`config.mk`:
```
export PLATFORM = sky130hd
export DESIGN_NAME = hs_word_streamer
export DESIGN_NICKNAME = d
export VERILOG_FILES = /design/src/rtl/hs_stream_pkg.sv /design/src/rtl/hs_sync.sv /design/src/rtl/hs_tick_gen.sv /design/src/rtl/hs_shift_core.sv /design/src/rtl/hs_word_streamer.sv
export SDC_FILE = /design/constraint.sdc
export NUM_CORES = 1
export LEC_CHECK = 0
export ABC_AREA = 1
export BUFFER_PORTS_ARGS = -buffer_cell sky130_fd_sc_hd__clkbuf_2
export CORE_MARGIN = 2
export CORE_UTILIZATION = 45
export DETAILED_ROUTE_END_ITERATION = 12
export GPL_TIMING_DRIVEN = 0
export PLACE_DENSITY = 0.7
export RECOVER_POWER = 25
export SETUP_SLACK_MARGIN = 0.2
export SLEW_MARGIN = 10
export SYNTH_ARGS = -nofsm -noshare
export SYNTH_HDL_FRONTEND = slang
export SYNTH_SLANG_ARGS = --single-unit
```
`constraint.sdc`:
```
create_clock -name clk -period 4.45 [get_ports clk]
set_input_delay 0.89 -clock clk [delete_from_list [all_inputs] [get_ports clk]]
set_output_delay 0.89 -clock clk [all_outputs]
set_load 0.005 [all_outputs]
```
`src/rtl/hs_stream_pkg.sv`:
```
package hs_stream_pkg;
  typedef enum logic [1:0] {
    ST_IDLE = 2'd0,
    ST_LEAD = 2'd1,
    ST_RUN  = 2'd2,
    ST_TAIL = 2'd3
  } stream_st_e;

  localparam int MODE_W        = 2;
  localparam int MODE_BIT_INT  = 1;  // set: block generates the clock
  localparam int MODE_BIT_FALL = 0;  // external: shift on falling edge
endpackage

```
`src/rtl/hs_sync.sv`:
```
module hs_sync #(
  parameter int WIDTH  = 1,
  parameter int STAGES = 2
) (
  input  logic             clk,
  input  logic             rst,
  input  logic [WIDTH-1:0] d,
  output logic [WIDTH-1:0] q
);
  logic [WIDTH-1:0] chain [STAGES];

  generate
    for (genvar s = 0; s < STAGES; s++) begin : g_stage
      if (s == 0) begin : g_first
        always_ff @(posedge clk) begin
          if (rst) chain[s] <= '0;
          else     chain[s] <= d;
        end
      end else begin : g_next
        always_ff @(posedge clk) begin
          if (rst) chain[s] <= '0;
          else     chain[s] <= chain[s-1];
        end
      end
    end
  endgenerate

  assign q = chain[STAGES-1];
endmodule

```
`src/rtl/hs_tick_gen.sv`:
```
module hs_tick_gen #(
  parameter int DIV_W = 8
) (
  input  logic             clk,
  input  logic             rst,
  input  logic             run,
  input  logic [DIV_W-1:0] div,
  output logic             tick
);
  logic [DIV_W-1:0] cnt;

  always_ff @(posedge clk) begin
    if (rst || !run)     cnt <= '0;
    else if (cnt == div) cnt <= '0;
    else                 cnt <= cnt + 1'b1;
  end

  // one tick per generated half period
  assign tick = run && (cnt == div);
endmodule

```
`src/rtl/hs_shift_core.sv`:
```
module hs_shift_core #(
  parameter int W = 16
) (
  input  logic         clk,
  input  logic         rst,
  input  logic         load,
  input  logic         shift,
  input  logic         clear,
  input  logic [W-1:0] din,
  output logic         sdata,
  output logic         busy
);
  localparam int CNT_W = $clog2(W);

  logic [W-1:0]     sreg;
  logic [CNT_W-1:0] left;

  always_ff @(posedge clk) begin
    if (rst) begin
      sreg  <= '0;
      left  <= '0;
      sdata <= 1'b0;
    end else if (load) begin
      sdata <= din[W-1];
      sreg  <= {din[W-2:0], 1'b0};
      left  <= CNT_W'(W-1);
    end else if (shift) begin
      sdata <= sreg[W-1];
      sreg  <= {sreg[W-2:0], 1'b0};
      left  <= left - 1'b1;
    end else if (clear) begin
      sdata <= 1'b0;
    end
  end

  assign busy = (left != '0);
endmodule

```
`src/rtl/hs_word_streamer.sv`:
```
module hs_word_streamer
  import hs_stream_pkg::*;
#(
  parameter int              W           = 16,
  parameter int              DIV_W       = 8,
  parameter int              LAT_PERIODS = 32,
  parameter int              SYNC_STAGES = 2,
  parameter logic [1:0]      MODE_RST    = 2'b00,
  parameter logic [DIV_W-1:0] DIV_RST    = DIV_W'(3)
) (
  input  logic             clk,
  input  logic             rst,
  input  logic             cfg_wr,
  input  logic [1:0]       cfg_mode,
  input  logic [DIV_W-1:0] cfg_div,
  input  logic [W-1:0]     word_data,
  input  logic             word_valid,
  output logic             word_ready,
  input  logic             req_in,
  input  logic             sclk_in,
  output logic             sclk_out,
  output logic             sclk_oe,
  output logic             sdata_out
);
  localparam int LAT_TICKS = 2 * LAT_PERIODS;
  localparam int LCNT_W    = $clog2(LAT_TICKS);

  logic              req_sync, sclk_sync, sclk_prev;
  logic [1:0]        sync_q;
  logic [MODE_W-1:0] mode_p, mode_a;
  logic [DIV_W-1:0]  div_p, div_a;
  stream_st_e        st;
  logic [LCNT_W-1:0] lcnt;
  logic              sclk_q;
  logic              tick, int_mode, ext_edge, step, take, busy;

  hs_sync #(.WIDTH(2), .STAGES(SYNC_STAGES)) sync_i (
    .clk(clk), .rst(rst), .d({req_in, sclk_in}), .q(sync_q)
  );
  assign req_sync  = sync_q[1];
  assign sclk_sync = sync_q[0];

  assign int_mode = mode_a[MODE_BIT_INT];
  assign ext_edge = mode_a[MODE_BIT_FALL] ? (sclk_prev & ~sclk_sync)
                                          : (sclk_sync & ~sclk_prev);

  hs_tick_gen #(.DIV_W(DIV_W)) tick_i (
    .clk(clk), .rst(rst),
    .run(int_mode && (st != ST_IDLE)),
    .div(div_a), .tick(tick)
  );

  // a shifting opportunity: internal clock high at a tick, or external edge
  assign step       = (st == ST_RUN) && (int_mode ? (tick && sclk_q) : ext_edge);
  assign word_ready = step && !busy && req_sync;
  assign take       = word_ready && word_valid;

  hs_shift_core #(.W(W)) core_i (
    .clk(clk), .rst(rst),
    .load(take),
    .shift(step && busy),
    .clear(step && !busy && !take),
    .din(word_data),
    .sdata(sdata_out),
    .busy(busy)
  );

  always_ff @(posedge clk) begin
    if (rst) begin
      st        <= ST_IDLE;
      lcnt      <= '0;
      sclk_q    <= 1'b1;
      sclk_prev <= 1'b0;
      mode_p    <= MODE_RST;
      mode_a    <= MODE_RST;
      div_p     <= DIV_RST;
      div_a     <= DIV_RST;
    end else begin
      sclk_prev <= sclk_sync;
      if (cfg_wr) begin
        mode_p <= cfg_mode;
        div_p  <= cfg_div;
      end
      if ((st == ST_IDLE) && !req_sync) begin
        mode_a <= mode_p;
        div_a  <= div_p;
      end
      case (st)
        ST_IDLE: begin
          lcnt <= '0;
          if (req_sync) st <= int_mode ? ST_LEAD : ST_RUN;
        end
        ST_LEAD: begin
          if (!req_sync) begin
            st <= ST_IDLE;
          end else if (tick) begin
            if (lcnt == LCNT_W'(LAT_TICKS-1)) begin
              st   <= ST_RUN;
              lcnt <= '0;
            end else begin
              lcnt <= lcnt + 1'b1;
            end
          end
        end
        ST_RUN: begin
          if (step) begin
            if (int_mode) sclk_q <= !(busy || take);
            if (!busy && !req_sync) begin
              st   <= int_mode ? ST_TAIL : ST_IDLE;
              lcnt <= '0;
            end
          end else if (int_mode && tick && !sclk_q) begin
            sclk_q <= 1'b1;
          end
        end
        ST_TAIL: begin
          if (tick) begin
            if (lcnt == LCNT_W'(LAT_TICKS-1)) st <= ST_IDLE;
            else                               lcnt <= lcnt + 1'b1;
          end
        end
        default: st <= ST_IDLE;
      endcase
    end
  end

  assign sclk_out = sclk_q;
  assign sclk_oe  = int_mode;
endmodule

```
; Word level (Yosys, flattened, before mapping)
; Memory sizes are Yosys's and may differ from the RTL's.
; Cells that the tools add are included.
[classes]
addsub = 3
mul = 0
n_div = 0
n_lt_le_gt_ge = 0
eq_ne = 16
n_shift = 0
muxes = 36
bitwise = 6
reduce_logical = 31
[op_table]
columns = op, count
row1 = $mux 6, 7
row2 = $mux 16, 2
row3 = $mux 2, 12
row4 = $pmux 6 s4, 1
row5 = $ne 2x2->1 const B, 8
row6 = $logic_and 1x1->1, 13
row7 = $mux 1, 11
row8 = $add 8x1->8 const B, 1
row9 = $eq 8x8->1, 1
row10 = $mux 4, 2
row11 = $pmux 2 s4, 1
row12 = $reduce_and 7->1, 1
row13 = $add 6x1->6 const B, 1
row14 = $eq 6x6->1 const B, 1
row15 = $logic_not 1->1, 6
row16 = $ne 3x3->1 const B, 2
row17 = $reduce_and 6->1, 1
row18 = $reduce_bool 2->1, 3
row19 = $eq 2x2->1 const B, 2
row20 = $reduce_bool 4->1, 1
row21 = $sub 4x1->4 const B, 1
row22 = $reduce_and 3->1, 1
row23 = $reduce_bool 3->1, 1
row24 = $and 1x1->1, 2
row25 = other kinds (7), 10
[totals]
ff_bits = 58
latchBits = 0
ram_bits = 4
mem_bits_ro = 0
input_bits = 32
output_inout_bits = 4
wordCells = 105
memories = 1
[memory_table]
columns = memory, depth, width, read_ports, rd_clocked_by_memory_dff, write_ports, line_no
row1 = sync_i.chain, 2, 2, 2, 0, 2, hs_sync.sv:10  ; logic [WIDTH-1:0] chain [STAGES];

; Longest topological paths before layout
; Gate-level depths: netlist of run 1.
[depth]
depth_word = 14
ltp_mapped = 15

; By module
; Synthesis of run 1 repeated with hierarchy kept, for this count alone.
[hier_totals]
cells_unflattened = 439
area_unflattened_um2 = 2969.1
[by_module_without_submodules]
columns = mod, instances, cells_each, area_each_um2
row1 = hs_word_streamer, 1, 212, 1408.9
row2 = hs_shift_core, 1, 142, 967.2
row3 = hs_tick_gen, 1, 73, 483.0
row4 = hs_sync, 1, 12, 110.1

; Worst setup path before layout of run 1
; Ideal clock, no wire load.
[synth_timing]
path_kind = reg-to-output
from = reg tick_i.cnt[5]
to = out word_ready
arrival_ns = 1.255
required_time_ns = 3.560
path_slack_ns = 2.305
path_stages_with_launch = 11
n_path_buf = 0
path_cell_list = dfxtp_1 > inv_2 > nand2_1 > nand2_1 > nor2_1 > nand2_1 > nor2_4 > nand3_4 > nand2_4 > nand2_1 > nor3_1
[synth_via]
elab_chain_cells = 7
[synth_rtl]
columns = item, line_no
row1 = "start, declared", hs_tick_gen.sv:10  ; logic [DIV_W-1:0] cnt;
row2 = "start signal, assigned", hs_tick_gen.sv:15  ; else cnt <= cnt + 1'b1;
row3 = $eq 8x8->1, hs_tick_gen.sv:19  ; assign tick = run && (cnt == div);
row4 = $logic_and 1x1->1, hs_tick_gen.sv:19
row5 = $logic_and 1x1->1, hs_word_streamer.sv:54  ; assign step = (st == ST_RUN) && (int_mode ? (tick && sclk_q) : ext_edge);
row6 = $mux 1, hs_word_streamer.sv:54
row7 = $logic_and 1x1->1, hs_word_streamer.sv:54
row8 = $logic_and 1x1->1 (2 in a row), hs_word_streamer.sv:55  ; assign word_ready = step && !busy && req_sync;
row9 = "end, declared", hs_word_streamer.sv:18  ; output logic word_ready,
; Every way passes these cells.

; Final worst setup path of run 1
[layout_timing]
from = reg tick_i.cnt[6]
to = out word_ready
; Same word-level chain as after synthesis.

==> results of run 1 <==
worst max-delay path by stage:
stage                       to     startpoint  depth (start not counted)
finish              word_ready  tick_i.cnt[6]                         11
global placement    word_ready  tick_i.cnt[6]                         11
floorplan           word_ready  tick_i.cnt[5]                         10
CTS                 word_ready  tick_i.cnt[6]                         11
detailed placement  word_ready  tick_i.cnt[6]                         11
global route        word_ready  tick_i.cnt[7]                         11
kinds of logic after synthesis:
| kind of cell | share of synthesized area (%) |
|---|---|
| compound gates | 10.6 |
| flops | 40.9 |
| simple gates | 35.6 |
| fa+ha+maj | 1.24 |
| xor+xnor | 0.577 |
| buf+inv | 11.2 |
routing by layer:
layer / track usage (%) / vias to the layer above / share of wire, %
li1: - / 1507 / -
met1: 22.9 / 1254 / 47
met2: 33.3 / 48 / 48
met3: 5.49 / 3 / 3.8
met4: 5.19 / 0 / 0.53
met5: 0 / - / 0
through the flow:
step	util (%)	cell area (um^2)	total power [mW]	cells
floorplan	-	3040	0.861	439
global placement	51.4	3300	0.931	549
detailed placement	51.4	3300	0.938	549
CTS	54.8	3520	1.49	565
global route	54.7	3510	1.56	565
finish	54.7	3510	1.48	565
synthesized netlist by cell type (all sizes together):
cell | count | area, um^2
clkbuf | 6 | 22.5
nand3 | 45 | 250
nor2 | 58 | 235
clkinv | 2 | 8.75
ha | 3 | 37.5
nor3b | 3 | 22.5
nand3b | 1 | 7.51
o21ai | 26 | 130
xor2 | 1 | 8.76
nand4 | 20 | 131
nor3 | 4 | 20.0
nand2 | 103 | 402
a31o | 1 | 8.76
inv | 60 | 225
a21oi | 24 | 131
o22ai | 2 | 12.5
dfxtp | 62 | 1240
nor4 | 1 | 6.26
o211ai | 3 | 27.5
or2 | 1 | 6.26
o2111a | 1 | 11.3
buf | 11 | 82.6
xnor2 | 1 | 8.76
where the power goes:
part	switching, mW	total (mW)	internal, mW	leakage [nW]
registers	0.0329	0.632	0.599	0.506
logic	0.193	0.289	0.0959	1.04
clock network	0.226	0.554	0.328	0.108
total	0.452	1.48	1.02	1.66
cell type report:
type | instances | area, um^2
timing repair buffer | 33 | 165
fill | 646 | 2910
buffer | 17 | 105
inverter | 62 | 234
clock inverter | 6 | 85.1
clock buffer | 10 | 138
multi-input combinational | 298 | 1450
sequential | 62 | 1240
tap | 77 | 96.3
worst min-delay path: cells and delay by family (launching register included):
family / cells / cell delay, ps
DFF: 1 / 300
buffers and inverters: 1 / 40
and+or+nand+nor: 1 / 30
registers in the layout (all words and copies together), names as in the netlist, 2 cells and up:
signal / count
st: 2
lcnt: 6
div_p: 8
core_i.sreg: 15
mode_p: 2
div_a: 8
sync_i.chain: 4
core_i.left: 4
mode_a: 2
tick_i.cnt: 8
==> results.toml, run 1 <==
[setup_path]
endpoint_kind = "output port"
critPathKind = "reg -> out"
slowest_delay_ps = 410
r2r_setup_slack_ps = 2460
cp_top_family = "simple AND/OR/NAND/NOR gates"
arrival_ps = 2030
cp.buffers_inverters = 2
crit_required_ps = 3560
cp_slowest_cell = "dfxtp_1"
cp-start-kind = "flip-flop"
rr_worst_depth = 10
path_max_fanout = 4
crit_top_cell = "nand2_1"
cp_cell_sequence = "inv_2 > nand2_1 > nand2_1 > nor2_1 > nand2_1 > nor2_1 > nand3_4 > nand2_4 > nand2_1 > nor3_1 > clkbuf_2"
r2r-start = "core_i.left[0]"
worst_r2r_endpoint = "core_i.sreg[8]"

[place]
dp_hpwl_um = 4790
gp_congestion = 0.823
io_buffers = 33
pre_cts_slack_ps = 1940

[floorplanning]
die_x_um = 86.2
num_rows = 29
core_mm2 = 0.00642
die-area_mm2 = 0.00742
initial_utilization_pct = 47.3
die_h_um = 86.2
ios = 36

[final_layout]
nets = 518
antenna_cells = 0
layout_commonest_cell = "nand2_1"
area_growth_pct = 15.7
drive_gt1_share_pct = 16.0
layout_common_cells = "nand2_1 (101), dfxtp_1 (62), nor2_1 (56), inv_1 (53), nand3_1 (43)"

[timing]
maxSlewHeadroom_pct = 65.1
setup_violations = 0
clock_skew_ps = 9.55
final_max_slew_viol_count = 0
period_share_pct = 65.7
tightest_slew_ps = 517
fin_tns_setup_ps = 0
timing.fmax_ghz = 0.342
holdWs_ps = 412
rsz0062_at_grt = "false"
period_minus_slack_ps = 2920
layout_setup_ws_ps = 1530
hold_viol = 0

[clock_network]
htreeDepth = 3
cts_resized = 0
worstSkewPairLatency_ps = 340
cts.clk_slew.worst_paths_ps = 70
cts_buffers = 9
cts_hold_buf = 0
cts_setup_buffers = 0
cts_tree = "done"
clockBufferDepth = 2
clockRootBuffer = "clkbuf_8"
cts.sinks = 62

[global_routing]
grt_pass1_vias = 2634
antenna_found_initial = 0
grt_overflow = 0
grt_usage_pct = 19.1
grt_start_max_net_pins = 12
grt_pass1_wl_um = 11400

[drt]
drt_iter0_markers = 139
drc = 0
ant_nets = 0
vias_per_cell = 4.98
routedWlPerCell_um = 11.4
routed-via-count = 2812
first_pass_iters = 4
routed_wl_um = 6450

[yosys]
yosys_warnings = 0
postSynthNetCount = 474
ys_seq_area_share_pct = 40.9
netlist_instances = 439
ys_seq_elements = 62
postSynthAreaPerCell_um2 = 6.92
synth.distinct_cells = 36
netlist_area_mm2 = 0.00304

[pwr]
p_leak_nw = 1.66
p_per_area_mw_per_mm2 = 420
ir_drop_mv = 0.179

[min_path]
min_path_type = "reg -> reg"
min_delay_worst_endpoint = "sync_i.chain[1][1]"
hold_start = "sync_i.chain[0][1]"
hold_depth = 2

[run]
maxCapViolations = 0

[status]
status = "complete, no violations"
Note: power is estimated with default switching activity, not from simulation.
==> run 2, diff against run 1 <==
ABC_AREA = 0   (was 1)
PLACE_DENSITY = 0.71   (was 0.7)
clock period = 2.9 ns   (was 4.45 ns; I/O delays follow)
==> run 2 against run 1 <==
Net effect: core utilization increased by 3.6 points; global-route usage grew 0.73 points; die area down 6.6%; setup slack lost 1400 ps; routed wire length rose by 1.6%; non-clock buffer count up 14; synthesized area fell by 6.9%; cell count decreased by 14%; via count fell by 6.4%; clock skew shrank 1.7 ps; largest cell class unchanged; largest power group unchanged.
==> results.toml, run 2 <==
[status]
status = "complete, no violations"

[timing]
period_share_pct = 93.9
layout_setup_ws_ps = 176
setup_violations = 0
holdWs_ps = 444
maxSlewHeadroom_pct = 49.5
hold_viol = 0
clock_skew_ps = 7.82
tightest_slew_ps = 758
timing.fmax_ghz = 0.367
period_minus_slack_ps = 2720
final_max_slew_viol_count = 0
fin_tns_setup_ps = 0
rsz0062_at_grt = "true"

[floorplanning]
core_mm2 = 0.00599
die-area_mm2 = 0.00694
die_h_um = 83.3
initial_utilization_pct = 47.2
die_x_um = 83.3
ios = 36
num_rows = 28

[final_layout]
area_growth_pct = 23.5
layout_common_cells = "nand2_1 (67), dfxtp_1 (54), nor2_1 (42), clkbuf_2 (33), nand3_1 (29)"
layout_commonest_cell = "nand2_1"
nets = 441
largest_reg_flops = 15
antenna_cells = 0
fin_util_pct = 58.3
drive_gt1_share_pct = 20.0
regMostFlops = "core_i.sreg"
nFillCells = 551

[clock_network]
htreeDepth = 3
cts_buffers = 9
clockRootBuffer = "clkbuf_8"
cts_tree = "done"
cts.clk_slew.worst_paths_ps = 70
cts_hold_buf = 0
cts.sinks = 62
worstSkewPairLatency_ps = 340
clockBufferDepth = 2

[pwr]
p_per_area_mw_per_mm2 = 543
p_total_mw = 1.90
ir_drop_mv = 0.272
p_leak_nw = 1.43

[min_path]
hold_start = "sync_i.chain[0][0]"
min_path_type = "reg -> reg"
hold_depth = 1
min_delay_worst_endpoint = "sync_i.chain[1][0]"

[setup_path]
worst_r2r_endpoint = "core_i.sreg[14]"
crit_required_ps = 2320
rr_worst_depth = 10
r2r-start = "tick_i.cnt[6]"
cp-start-kind = "flip-flop"
path_max_fanout = 4
arrival_ps = 2140
endpoint_kind = "output port"
r2r_setup_slack_ps = 430
critPathKind = "reg -> out"

[run]
maxCapViolations = 0

[yosys]
synth_edf_count = 0
netlist.area_leader.share_pct = 43.9
synth_common_cells = "nand2_1 (67), dfxtp_1 (62), nor2_1 (42), nand3_1 (29), a21oi_1 (16)"
synth.distinct_cells = 53
postSynthNetCount = 385
synthArstFlopShare_pct = 0
synth_top_area_cell = "dfxtp_1"
synth_area_leaders = "dfxtp_1 (44%), nand2_1 (8.9%), nor2_1 (5.6%), nand3_1 (5.1%), mux2i_1 (4.2%)"
ys_seq_area_share_pct = 43.9
synth_most_common_cell = "nand2_1"
netlist_instances = 350
synthFlopType = "dfxtp_1"
yosys_warnings = 0
postSynthAreaPerCell_um2 = 8.08
netlist_area_mm2 = 0.00283
ys_seq_elements = 62

[global_routing]
grt_overflow = 0
grt_pass1_vias = 2498
antenna_found_initial = 0
grt_usage_pct = 19.8
grt_start_max_net_pins = 12
grt_pass1_wl_um = 11300

[drt]
drt_iter0_markers = 149
vias_per_cell = 5.42
drc = 0
first_pass_iters = 4
ant_nets = 0
routed_wl_um = 6550
routedWlPerCell_um = 13.5
routed-via-count = 2632

[place]
io_buffers = 34
dp_hpwl_um = 4390
pre_cts_slack_ps = 46.5
gp_congestion = 0.833
run 2: cell count changes after synthesis, moves of 13 or more:
cell	delta
a22oi_1	+14
nand4_1	-16
nor2_1	-13
nand3_1	-14
o21ai_0	-21
nand2_1	-34
inv_1	-45
run 2: cell type report:
type	instances	area (um^2)	share of cell area [%]
Tap cell	75	93.8	2.69
Timing Repair Buffer	45	258	7.38
Sequential cell	62	1260	36.0
Buffer	19	97.6	2.79
Clock buffer	11	151	4.33
Multi-Input combinational cell	260	1520	43.5
Inverter	9	33.8	0.967
Clock inverter	5	81.3	2.33
run 2: worst max path at each step:
stage                   from         end  slack, ps
2_1_floorplan  tick_i.cnt[0]  word_ready        510
3_3_place_gp   tick_i.cnt[0]  word_ready         60
3_5_place_dp   tick_i.cnt[0]  word_ready         50
4_1_cts        tick_i.cnt[6]  word_ready        210
5_1_grt        tick_i.cnt[6]  word_ready        110
6_report       tick_i.cnt[6]  word_ready        180
run 2: cells by family (layout without fill, tap and decap cells):
family / after synthesis / after routing / synth area share (%)
and+or+nand+nor: 173 / 173 / 27.8
adders and majority gates: 3 / 3 / 1.33
xor gates and xnor gates: 14 / 14 / 4.33
AOI/OAI and AO/OA: 58 / 58 / 14.4
muxes: 12 / 12 / 4.25
DFF: 62 / 62 / 43.9
buffers and inverters: 28 / 89 / 4.02
run 2: through the flow:
stage	cell area [um^2]	std cells
2_1_floorplan	2830	350
3_3_place_gp	3090	459
3_5_place_dp	3090	459
4_1_cts	3420	481
5_1_grt	3490	486
6_report	3490	486
run 2: timing repair:
action	in CTS	in global routing
gates resized for setup	16	9
pin swaps	4	6
endpoints found under the hold margin	0	0
setup buffers	6	5
endpoints found under the setup margin	1	2
run 2: worst max-delay path, cell delays in order, from the launching register on:
cell and delay [ps]:
dfxtp_4 360, xnor2_2 140, nand4_1 200, o41ai_2 410, and2_1 190, clkbuf_8 140, buf_6 90, and3_4 170
buf_6 90
run 2: metal layers:
metal	part of all wire [%]	track usage, %	wire, um	vias up
met5	0	0	0	-
met4	2.1	9.69	137	0
met3	4.4	4.17	289	13
met2	47	32.7	3110	57
met1	46	24.5	3020	1233
li1	-	-	-	1329
run 2: power breakdown:
group | internal (mW) | switching (mW)
registers | 0.869 | 0.0147
clock network | 0.531 | 0.347
logic | 0.0604 | 0.0742
total | 1.46 | 0.436
==> run 3, diff against run 2 <==
CELL_PAD_IN_SITES_DETAIL_PLACEMENT = 2   (was not set)
CELL_PAD_IN_SITES_GLOBAL_PLACEMENT = 2   (was not set)
CORE_UTILIZATION = 34   (was 45)
PLACE_DENSITY = 0.85   (was 0.71)
==> run 3 against run 2 <==
Net effect: total power is 2.0% higher; non-clock buffer count stayed put; via count is 5.5% higher; core utilization is 15 points lower.
==> results.toml, run 3 (synthesis gave the netlist of run 2 again) <==
[timing]
period_minus_slack_ps = 2790
setup_violations = 0
rsz0062_at_grt = "true"
hold_viol = 0
clock_skew_ps = 7.73
timing.fmax_ghz = 0.358
tightest_slew_ps = 846
maxSlewHeadroom_pct = 43.6
period_share_pct = 96.2
final_max_slew_viol_count = 0

[global_routing]
grt_overflow = 0
grt_usage_pct = 23.0
grt_pass1_wl_um = 15800
antenna_found_initial = 0
grt_pass1_vias = 3070
grt_start_max_net_pins = 13

[final_layout]
fin_util_pct = 43.6
regMostFlops = "core_i.sreg"
final_area_mm2 = 0.00355
seq_area_mm2 = 0.00126
layout_commonest_cell = "nand2_1"
area_growth_pct = 25.3
nets = 441
nFillCells = 913
multi_input_area_mm2 = 0.00154
finalNonFillerCells = 516
drive_gt1_share_pct = 20.9
layout_common_cells = "nand2_1 (66), dfxtp_1 (54), nor2_1 (42), clkbuf_2 (35), nand3_1 (29)"
antenna_cells = 0
largest_reg_flops = 15

[min_path]
hold_start = "req_in"
min_path_type = "in -> reg"
hold_depth = 2

[drt]
routed-via-count = 2776
first_pass_iters = 4
routed_wl_um = 9750
drt_iter0_markers = 92
routedWlPerCell_um = 18.9
drc = 0
vias_per_cell = 5.38
ant_nets = 0

[pwr]
p_per_area_mw_per_mm2 = 545
netSwitchingFraction_pct = 25.3
p_clk_share_pct = 46.3
p_total_mw = 1.93
ir_drop_mv = 0.210
p_sw_mw = 0.489
p_leak_nw = 1.43
power_frac_comb_pct = 7.8
p_int_mw = 1.44
seq_power_share_pct = 45.9

[setup_path]
crit_top_cell = "buf_8"
r2r-start = "core_i.left[1]"
worst_r2r_endpoint = "st[0]"
cp-start-kind = "flip-flop"
r2r_setup_slack_ps = 260
cp_cell_sequence = "xnor2_2 > nand4_1 > o41ai_4 > and2_4 > buf_8 > buf_8 > and3_4 > clkbuf_2"
endpoint_kind = "output port"
path_max_fanout = 2
crit_required_ps = 2320
cp_slowest_cell = "o41ai_4"
arrival_ps = 2210
critPathKind = "reg -> out"
rr_worst_depth = 9
crit_end = "word_ready"
crit_start = "div_a[4]"
slowest_delay_ps = 440

[clock_network]
clockBufferDepth = 2
worstSkewPairLatency_ps = 350
cts_tree = "done"
cts.clk_slew.worst_paths_ps = 80
cts_hold_buf = 0
htreeDepth = 3
clockRootBuffer = "clkbuf_8"
cts.sinks = 62
cts_buffers = 9

[run]
maxCapViolations = 0

[floorplanning]
die-area_mm2 = 0.00907
die_x_um = 95.2
core_mm2 = 0.00813
num_rows = 33
die_h_um = 95.2
ios = 36
initial_utilization_pct = 34.8

[place]
post_dp_cell_area_mm2 = 0.00313
post-place-cells = 489
dp_hpwl_um = 6290
gp_congestion = 0.773
io_buffers = 34

[status]
status = "complete, no violations"
run 3: cell types whose count changed in the layout (fill, tap and decap cells not counted), moves of 2 or more:
| cell | previous run | this run |
|---|---|---|
| xnor2_2 | 3 | 1 |
| buf_8 | 0 | 2 |
| buf_6 | 3 | 1 |
| xnor2_1 | 6 | 8 |
| clkbuf_2 | 33 | 35 |
| clkbuf_8 | 12 | 10 |
run 3: power by group through the flow:
stage / registers [mW] / logic [mW] / clock network (mW)
finish: 0.887 / 0.150 / 0.895
global route: 0.890 / 0.167 / 0.959
CTS: 0.888 / 0.147 / 0.918
detailed placement: 0.907 / 0.133 / 0
global placement: 0.905 / 0.126 / 0
floorplan: 0.901 / 0.0796 / 0
run 3: critical path, delay by kind of cell (launching register included):
kind	cells	cell delay (ps)
simple gates	3	590
flops	1	370
buf+inv	3	290
compound gates	1	440
xor+xnor	1	170
run 3: how the worst min path moves through the flow:
stage / slack, ps / end
after global placement: 420 / sync_i.chain[1][1]
final: 450 / sync_i.chain[0][1]
after floorplan: 410 / sync_i.chain[1][0]
after detailed placement: 430 / sync_i.chain[1][0]
after CTS: 440 / sync_i.chain[0][0]
after global routing: 450 / sync_i.chain[0][0]
run 3: metal layers:
metal	routed length, um	global-route usage, %	up-vias	part of all wire (%)
met1	4110	27.3	1377	42
met3	327	4.51	19	3.4
li1	-	-	1324	-
met4	206	8.82	0	2.1
met5	0	0	-	0
met2	5110	40.8	56	52
run 3: metrics by stage:
| stage | setup slack (ps) | hold WS [ps] | TNS [ps] |
|---|---|---|---|
| finish | 110 | 445 | 0 |
| global route | 24.2 | 447 | 0 |
| CTS | 101 | 439 | 0 |
| detailed placement | -109 | 434 | -109 |
| global placement | -59.5 | 424 | -59.5 |
| floorplan | 506 | 414 | 0 |
run 3: what timing repair did:
| item | 4_1_cts | 5_1_grt |
|---|---|---|
| setup buffers | 7 | 4 |
| endpoints found under the setup margin | 13 | 11 |
| hold endpoints to repair | 0 | 0 |
| gates resized for setup | 21 | 11 |
| pin swaps | 6 | 7 |
run 3: area by class of cell:
| type | instances | area share, % |
|---|---|---|
| multi-input cells | 260 | 43.4 |
| flip-flops and latches | 62 | 35.4 |
| repair buffers | 45 | 7.09 |
| clock buffers | 10 | 3.88 |
| well taps | 105 | 3.71 |
| plain buffers | 19 | 2.93 |
| clock inverters | 6 | 2.65 |
| inverters | 9 | 0.953 |
